**config.mk**
```make
export PLATFORM = sky130hd
export DESIGN_NAME = shdone_arbiter
export DESIGN_NICKNAME = d
export VERILOG_FILES = /design/src/rtl/arb_pkg.sv /design/src/rtl/edge_sense.sv /design/src/rtl/mutex_core.sv /design/src/rtl/shdone_arbiter.sv
export SDC_FILE = /design/constraint.sdc
export NUM_CORES = 1
export LEC_CHECK = 0
export CORE_MARGIN = 4
export CORE_UTILIZATION = 25
export DETAILED_ROUTE_END_ITERATION = 12
export DONT_BUFFER_PORTS = 1
export HOLD_SLACK_MARGIN = 0.02
export PLACE_DENSITY = 0.43
export SETUP_SLACK_MARGIN = 0.02
export SKIP_CTS_REPAIR_TIMING = 1
export SYNTH_ARGS = -nofsm -noshare
export SYNTH_HDL_FRONTEND = slang
export SYNTH_SLANG_ARGS = --single-unit
```
**constraint.sdc**
```tcl
create_clock -name clk -period 3.35 [get_ports clk]
set_clock_uncertainty 0.2 [all_clocks]
set_input_delay 0.1675 -clock clk [delete_from_list [all_inputs] [get_ports clk]]
set_output_delay 0.1675 -clock clk [all_outputs]
set_load 0.02 [all_outputs]
```
**src/rtl/arb_pkg.sv**
```systemverilog
package arb_pkg;
  localparam int unsigned NUM_CLIENTS = 2;
  localparam int unsigned IDX_W = (NUM_CLIENTS > 1) ? $clog2(NUM_CLIENTS) : 1;

  typedef logic [NUM_CLIENTS-1:0] client_vec_t;
  typedef logic [IDX_W-1:0]       client_idx_t;

  // Winner among waiting clients: the pointer decides a tie,
  // otherwise the only waiting client wins.
  function automatic client_idx_t pick_winner(client_vec_t waiting, client_idx_t ptr);
    client_idx_t w;
    w = '0;
    if (&waiting) w = ptr;
    else if (waiting[1]) w = client_idx_t'(1);
    else w = '0;
    return w;
  endfunction

  // Pointer after a tie: move to the client that lost.
  function automatic client_idx_t next_ptr(client_idx_t winner);
    return client_idx_t'(~winner);
  endfunction
endpackage

```
**src/rtl/edge_sense.sv**
```systemverilog
module edge_sense #(
  parameter int unsigned W = 1
) (
  input  logic         clk,
  input  logic         rst,
  input  logic [W-1:0] lvl_i,
  output logic [W-1:0] ev_o
);
  logic [W-1:0] samp_q;
  logic [W-1:0] prev_q;

  for (genvar i = 0; i < W; i++) begin : g_line
    always_ff @(posedge clk) begin
      if (rst) begin
        samp_q[i] <= lvl_i[i];
        prev_q[i] <= lvl_i[i];
      end else begin
        samp_q[i] <= lvl_i[i];
        prev_q[i] <= samp_q[i];
      end
    end
    assign ev_o[i] = samp_q[i] ^ prev_q[i];
  end
endmodule

```
**src/rtl/mutex_core.sv**
```systemverilog
module mutex_core
  import arb_pkg::*;
(
  input  logic        clk,
  input  logic        rst,
  input  client_vec_t req_ev,
  input  logic        done_ev,
  output client_vec_t gnt_o,
  output logic        busy_o,
  output client_vec_t pend_o,
  output logic        err_o
);
  client_vec_t gnt_q, pend_q;
  logic        busy_q, err_q;
  client_idx_t owner_q, ptr_q;

  // Named internal events for the assertions.
  logic        open_kept, bad_done, err_n, tie;
  client_vec_t bad_req, pend_all, grant_fire;
  client_idx_t win;

  always_comb begin
    open_kept = busy_q & ~done_ev;
    bad_done  = done_ev & ~busy_q;
    for (int i = 0; i < NUM_CLIENTS; i++) begin
      bad_req[i] = req_ev[i] &
                   (pend_q[i] | (open_kept & (owner_q == client_idx_t'(i))));
    end
    err_n      = err_q | bad_done | (|bad_req);
    pend_all   = pend_q | req_ev;
    win        = pick_winner(pend_all, ptr_q);
    grant_fire = '0;
    tie        = 1'b0;
    if (!err_n && !open_kept && (|pend_all)) begin
      grant_fire[win] = 1'b1;
      tie             = &pend_all;
    end
  end

  always_ff @(posedge clk) begin
    if (rst) begin
      gnt_q   <= '0;
      pend_q  <= '0;
      busy_q  <= 1'b0;
      err_q   <= 1'b0;
      owner_q <= '0;
      ptr_q   <= '0;
    end else begin
      err_q <= err_n;
      if (!err_n) begin
        pend_q <= pend_all & ~grant_fire;
        gnt_q  <= gnt_q ^ grant_fire;
        busy_q <= open_kept | (|grant_fire);
        if (|grant_fire) owner_q <= win;
        if (tie) ptr_q <= next_ptr(win);
      end
    end
  end

  assign gnt_o  = gnt_q;
  assign busy_o = busy_q;
  assign pend_o = pend_q;
  assign err_o  = err_q;

  p_hold_r4: assert property (@(posedge clk) disable iff (rst)
    (busy_q && !done_ev) |=> $stable(gnt_q))
    else $error("R4: grant changed while another grant was open");

  p_done_closes_r3: assert property (@(posedge clk) disable iff (rst)
    (busy_q && done_ev && !err_q && (req_ev == '0) && (pend_q == '0)) |=> !busy_q)
    else $error("R3: done did not close the open grant");

  p_err_sticky_r8: assert property (@(posedge clk) disable iff (rst)
    err_q |=> err_q)
    else $error("R8: error flag dropped without reset");

  p_frozen_r8: assert property (@(posedge clk) disable iff (rst)
    err_q |=> $stable(gnt_q))
    else $error("R8: grant changed after error");

  p_tie_r6: assert property (@(posedge clk) disable iff (rst)
    tie |=> (ptr_q != $past(ptr_q)))
    else $error("R6: tie pointer did not move");

  p_busy_grant_r2: assert property (@(posedge clk) disable iff (rst)
    (grant_fire != '0) |=> busy_q)
    else $error("R2: busy not raised after grant");
endmodule

```
**src/rtl/shdone_arbiter.sv**
```systemverilog
module shdone_arbiter
  import arb_pkg::*;
(
  input  logic       clk,
  input  logic       rst,
  input  logic       req0_i,
  input  logic       req1_i,
  input  logic       done_i,
  output logic       gnt0_o,
  output logic       gnt1_o,
  output logic       busy_o,
  output logic [1:0] pend_o,
  output logic       err_o
);
  localparam int unsigned LINES = NUM_CLIENTS + 1;

  logic [LINES-1:0] lvl, ev;
  client_vec_t      gnt, pend;

  assign lvl = {done_i, req1_i, req0_i};

  edge_sense #(.W(LINES)) u_sense (
    .clk  (clk),
    .rst  (rst),
    .lvl_i(lvl),
    .ev_o (ev)
  );

  mutex_core u_core (
    .clk    (clk),
    .rst    (rst),
    .req_ev (ev[NUM_CLIENTS-1:0]),
    .done_ev(ev[NUM_CLIENTS]),
    .gnt_o  (gnt),
    .busy_o (busy_o),
    .pend_o (pend),
    .err_o  (err_o)
  );

  assign gnt0_o = gnt[0];
  assign gnt1_o = gnt[1];
  assign pend_o = pend;
endmodule

```
After elaboration in Yosys (flattened, before gate mapping)
Index checks and enable logic that the tools add are counted.
{ "op_classes": {"muxes": 9, "bitwise_logic": 23, "magnitude_cmp": 2, "reduce_logical": 11} }
{ "op_table": {"columns": ["op", "n"], "rows": [
  ["1-bit 2-to-1 mux", 7],
  ["1-bit AND", 6],
  ["2-bit AND reduction", 3],
  ["2-bit OR reduction", 3],
  ["1-bit inverter", 5],
  ["1-bit OR", 5],
  ["1-bit logical AND", 3],
  ["1-bit XOR", 3],
  ["2-bit AND", 1],
  ["1-bit zero test", 2],
  ["1-bit by 2-bit < comparator with 1-bit output, second input constant", 1],
  ["2-bit 2-to-1 mux", 1],
  ["2-bit inverter", 1],
  ["2-bit OR", 1],
  ["2-bit XOR", 1],
  ["1-bit demux with 1-bit select", 1],
  ["1-bit greater-or-equal comparator, second input constant", 1]
]} }
{ "word_totals": {"ff_bits": 14} }

Longest topological paths before layout
{ "logic_depth": {"depth_word": 14, "mapped_depth": 5, "depth_no_buf": 4} }

Cells and area by module
A second synthesis with hierarchy kept.
{ "unflattened": {"cells_unflattened": 62, "hier_area_um2": 641.9} }
{ "modules_own_cells": {"columns": ["mod", "area_per_inst_um2", "cells_each", "n_inst"], "rows": [
  ["mutex_core", 461.7, 50, 1],
  ["edge_sense", 180.2, 12, 1]
]} }

Worst setup path before layout
No wires, ideal clock.
{ "synth_timing": {"kind": "reg-to-reg", "start": "register u_core.busy_q, in the netlist u_core.busy_o", "end": "register u_core.gnt_q[0], in the netlist u_core.gnt_o[0]", "arrival_ns": 1.881, "stages_incl_launch_ff": 5, "n_path_buf": 0, "synth_period_minus_slack_ns": 2.205, "setup_slack_ns": 1.145, "cell_sequence": "dfxtp_1 xor3_1 or2_4 nor4b_2 mux2_1"} }
{ "synth_between": {"elab_chain_cells": 11, "word_cells_on_any_way": 18, "cone_classes": "mux: 1; bitwise: 12; reduce/logical: 5"} }
{ "synth_rtl": {"columns": ["item", "line", "source"], "rows": [
  ["from (decl)", "mutex_core.sv:14", "logic busy_q, err_q;"],
  ["from (signal assigned)", "mutex_core.sv:53", "busy_q <= open_kept | (|grant_fire);"],
  ["1-bit AND", "mutex_core.sv:23", "open_kept = busy_q & ~done_ev;"],
  ["1-bit AND", "mutex_core.sv:27", "(pend_q[i] | (open_kept & (owner_q == client_idx_t'(i))));"],
  ["1-bit OR", "mutex_core.sv:27", null],
  ["1-bit AND", "mutex_core.sv:26", "bad_req[i] = req_ev[i] &"],
  ["2-bit OR reduction", "mutex_core.sv:29", "err_n = err_q | bad_done | (|bad_req);"],
  ["1-bit OR", "mutex_core.sv:29", null],
  ["1-bit zero test", "mutex_core.sv:34", "if (!err_n && !open_kept && (|pend_all)) begin"],
  ["1-bit logical AND (2 in a row)", "mutex_core.sv:34", null],
  ["2-bit 2-to-1 mux", "mutex_core.sv:34", null],
  ["2-bit XOR", "mutex_core.sv:52", "gnt_q <= gnt_q ^ grant_fire;"],
  ["to (signal assigned)", "mutex_core.sv:52", null],
  ["to (decl)", "mutex_core.sv:13", "client_vec_t gnt_q, pend_q;"]
]} }
Several ways; a longest one is shown, not always the timed one.
A chain may end at the register's enable or synchronous reset.

Final worst setup path
Same ends and word-level chain as after synthesis.

==> metrics.cfg <==
[worst_setup_path]
crit_type=reg2reg
cp-endpoint=u_core.gnt_o[0]$_SDFFE_PP0N_
cp-startpoint=u_core.busy_o$_SDFFE_PP0N_
worstSetupEndpointType=flop
r2r-end=u_core.gnt_o[0]$_SDFFE_PP0N_
crit_arrival_ns=2.30
critical-path-slowest-cell=dfxtp_1
rr_startpoint=u_core.busy_o$_SDFFE_PP0N_
slowest_delay_ns=0.54
r2r_slack_ns=1.01
path_cells=xor3_1 > or2_4 > nor4b_2 > mux2_1
cp_max_fo=6
crit_required_ns=3.31
reg2reg_depth=4
start_kind=flop

[power]
p_leak_nw=0.2955
irDropWorstVdd_mv=0.1845
pwr-share-clk_pct=19.1
finalPower_uw=484.6
swShare_pct=34.69
seqPwrFrac_pct=51.1
switching_power_uw=168.1
p_comb_share_pct=29.7
power_density_nw_per_um2=615.8
p_int_uw=316.5

[sta]
hold_viol_final=0
tightestPinTransition_ns=0.5099
final.min_clock_period_ns=2.340
hold_slack_ns=0.2588
rsz0062_at_grt=no
maxSlewViolCount=0
fmax_mhz=427.3
fin_crit_sh_pct=69.85
relSlewSlack_pct=65.96
setup-tns-final_ns=0
setup_viol=0

[floorplan]
die_y_um=60.85
dieArea_sq_um=3702
coreArea_sq_um=2567
die_w_um=60.85
ios=11
start_util_pct=27.19
fp-row-count=18

[synthesis]
synthArstFlopShare_pct=0
synthCells=68
synthTopCellsByArea=dfxtp_1 40%, xnor3_1 6.5%, mux2_2 4.8%, xnor2_1 3.8%, xor3_1 3.4%
ys_ff_latch=14
synth-adder-area-share_pct=1.434
synth-simple-area-share_pct=16.67
synth.avg_cell_area_sq_um=10.27
synth.distinct_cells=32
yosysWarningCount=0
synth_top_family_by_area=simple AND/OR/NAND/NOR gates
ys.flop_type=dfxtp_1
synth_top_area_share_pct=40.14
yosysTopAreaCell=dfxtp_1
syn_area_sq_um=698.2
synth_mux_area_share_pct=6.452
ys_seq_area_share_pct=40.14
synth_xor_area_share_pct=16.13
synth-edff-count=0
syn_nets=73
synth-compound-area-share_pct=15.95

[layout]
final_core_util_pct=30.65
fillers=287
area_growth_syn_to_layout_pct=12.72
final_common_cell=dfxtp_1
final_nets=79
mostFrequentLayoutCells=14 x dfxtp_1, 4 x nor2_1, 4 x dlygate4sd3_1
multi_input_area_sq_um=395.4
final_cells=102
antenna_cells=0
regArea_sq_um=280.3
layout-drive-gt1-share_pct=15.28

[placement]
numPortBuffers=0
gp_congestion=0.7194
placed_cells=95
hpwl_um=1010

[worst_hold_path]
whs_path_depth=1
hp-class=in2reg

[global_routing]
antenna_found_initial=0
grt_usage_pct=8.525
grt_pass1_wl_um=2201
grt-ovfl-total=0
grt_max_degree=13
grt_pass1_vias=487

[routing]
vias_per_cell=5.118
drc_errors=0
routedWlPerCell_um=12.98
firstDrtPassIters=4
antenna_left=0
num_vias=522
finalWirelength_um=1324
drt_iter0_markers=5

[clocking]
numCtsBuffers=3
clock_path_buffers=2
clockRootBuffer=clkbuf_4
cts_num_sinks=14
clk_latency_ns=0.28
cts_max_level=1
path_clk_slew_ns=0.08
cts_tree=done

[run_status]
status=complete, no violations

[run]
max-cap-violations=0

==> synth_stat cells, drive strengths merged (2+ instances only) <==
master	count
mux2	4
xor2	2
dfxtp	14
nor2	4
xnor2	3
o211ai	2
nor2b	2
nor3	3
a31oi	2
inv	3
or4	2
o31ai	2
a21oi	2
or2	2
clkbuf	3
xnor3	2
o21ai	3
==> power groups by stage <==
stage	combinational (mW)	clock, mW	sequential [mW]
floorplan	0.131	0	0.235
global placement	0.141	0	0.253
detailed placement	0.139	0	0.253
CTS	0.139	0.0973	0.249
global route	0.160	0.109	0.254
finish	0.144	0.0928	0.248
==> worst max-delay path: cells and delay by family, from the launching register on <==
kind / cells / cell delay [ns]
xor gates and xnor gates: 1 / 0.52
muxes: 1 / 0.35
DFF: 1 / 0.54
and+or+nand+nor: 2 / 0.62
==> how the worst min path moves through the flow <==
stage	from	end	slack, ns
after floorplan	req0_i	u_sense.samp_q[0]$_DFF_P_	-0.005
after global placement	req1_i	u_sense.samp_q[1]$_DFF_P_	-0.005
after detailed placement	req1_i	u_sense.samp_q[1]$_DFF_P_	-0.005
after CTS	done_i	u_sense.samp_q[2]$_DFF_P_	-0.30
after global routing	req0_i	u_sense.samp_q[0]$_DFF_P_	0.25
final	done_i	u_sense.samp_q[2]$_DFF_P_	0.26
==> per-stage QoR <==
| step | cell area (sq um) | worst slack [ns] |
|---|---|---|
| after floorplan | 698.2 | 1.145 |
| after global placement | 724.4 | 1.053 |
| after detailed placement | 724.4 | 1.028 |
| after CTS | 747.0 | 1.009 |
| after global routing | 787.0 | 0.9554 |
| final | 787.0 | 1.010 |
==> kinds of logic (layout without fill, tap and decap cells) <==
group / count (synthesis) / in the layout
AND/OR/NAND/NOR: 19 / 19
AO/OA/AOI/OAI: 16 / 16
flip-flops: 14 / 14
XOR/XNOR: 8 / 8
buffers and inverters: 6 / 10
multiplexers: 4 / 4
adder cells (fa/ha/maj): 1 / 1
==> sequential cells by signal, indices dropped and copies added, names as in the netlist <==
name	cells
u_core.ptr_q	1
u_sense.samp_q	3
u_core.err_o	1
u_core.owner_q	1
u_core.gnt_o	2
u_core.busy_o	1
u_sense.prev_q	3
u_core.pend_o	2
==> final cells by class <==
class,instances,share of cell area [%]
Multi-Input combinational cell,48,50.24
Sequential cell,14,35.61
Timing Repair Buffer,4,5.087
Tap cell,30,4.769
Clock buffer,3,2.862
Inverter,3,1.431
==> metal layers <==
metal | vias up | GRT usage, % | part of all wire, %
li1 | 262 | - | -
met1 | 240 | 9.731 | 45
met2 | 15 | 12.37 | 47
met3 | 5 | 3.191 | 4.6
met4 | 0 | 7.430 | 3.6
met5 | - | 0 | 0
Note: power is estimated with default switching activity, not from simulation.
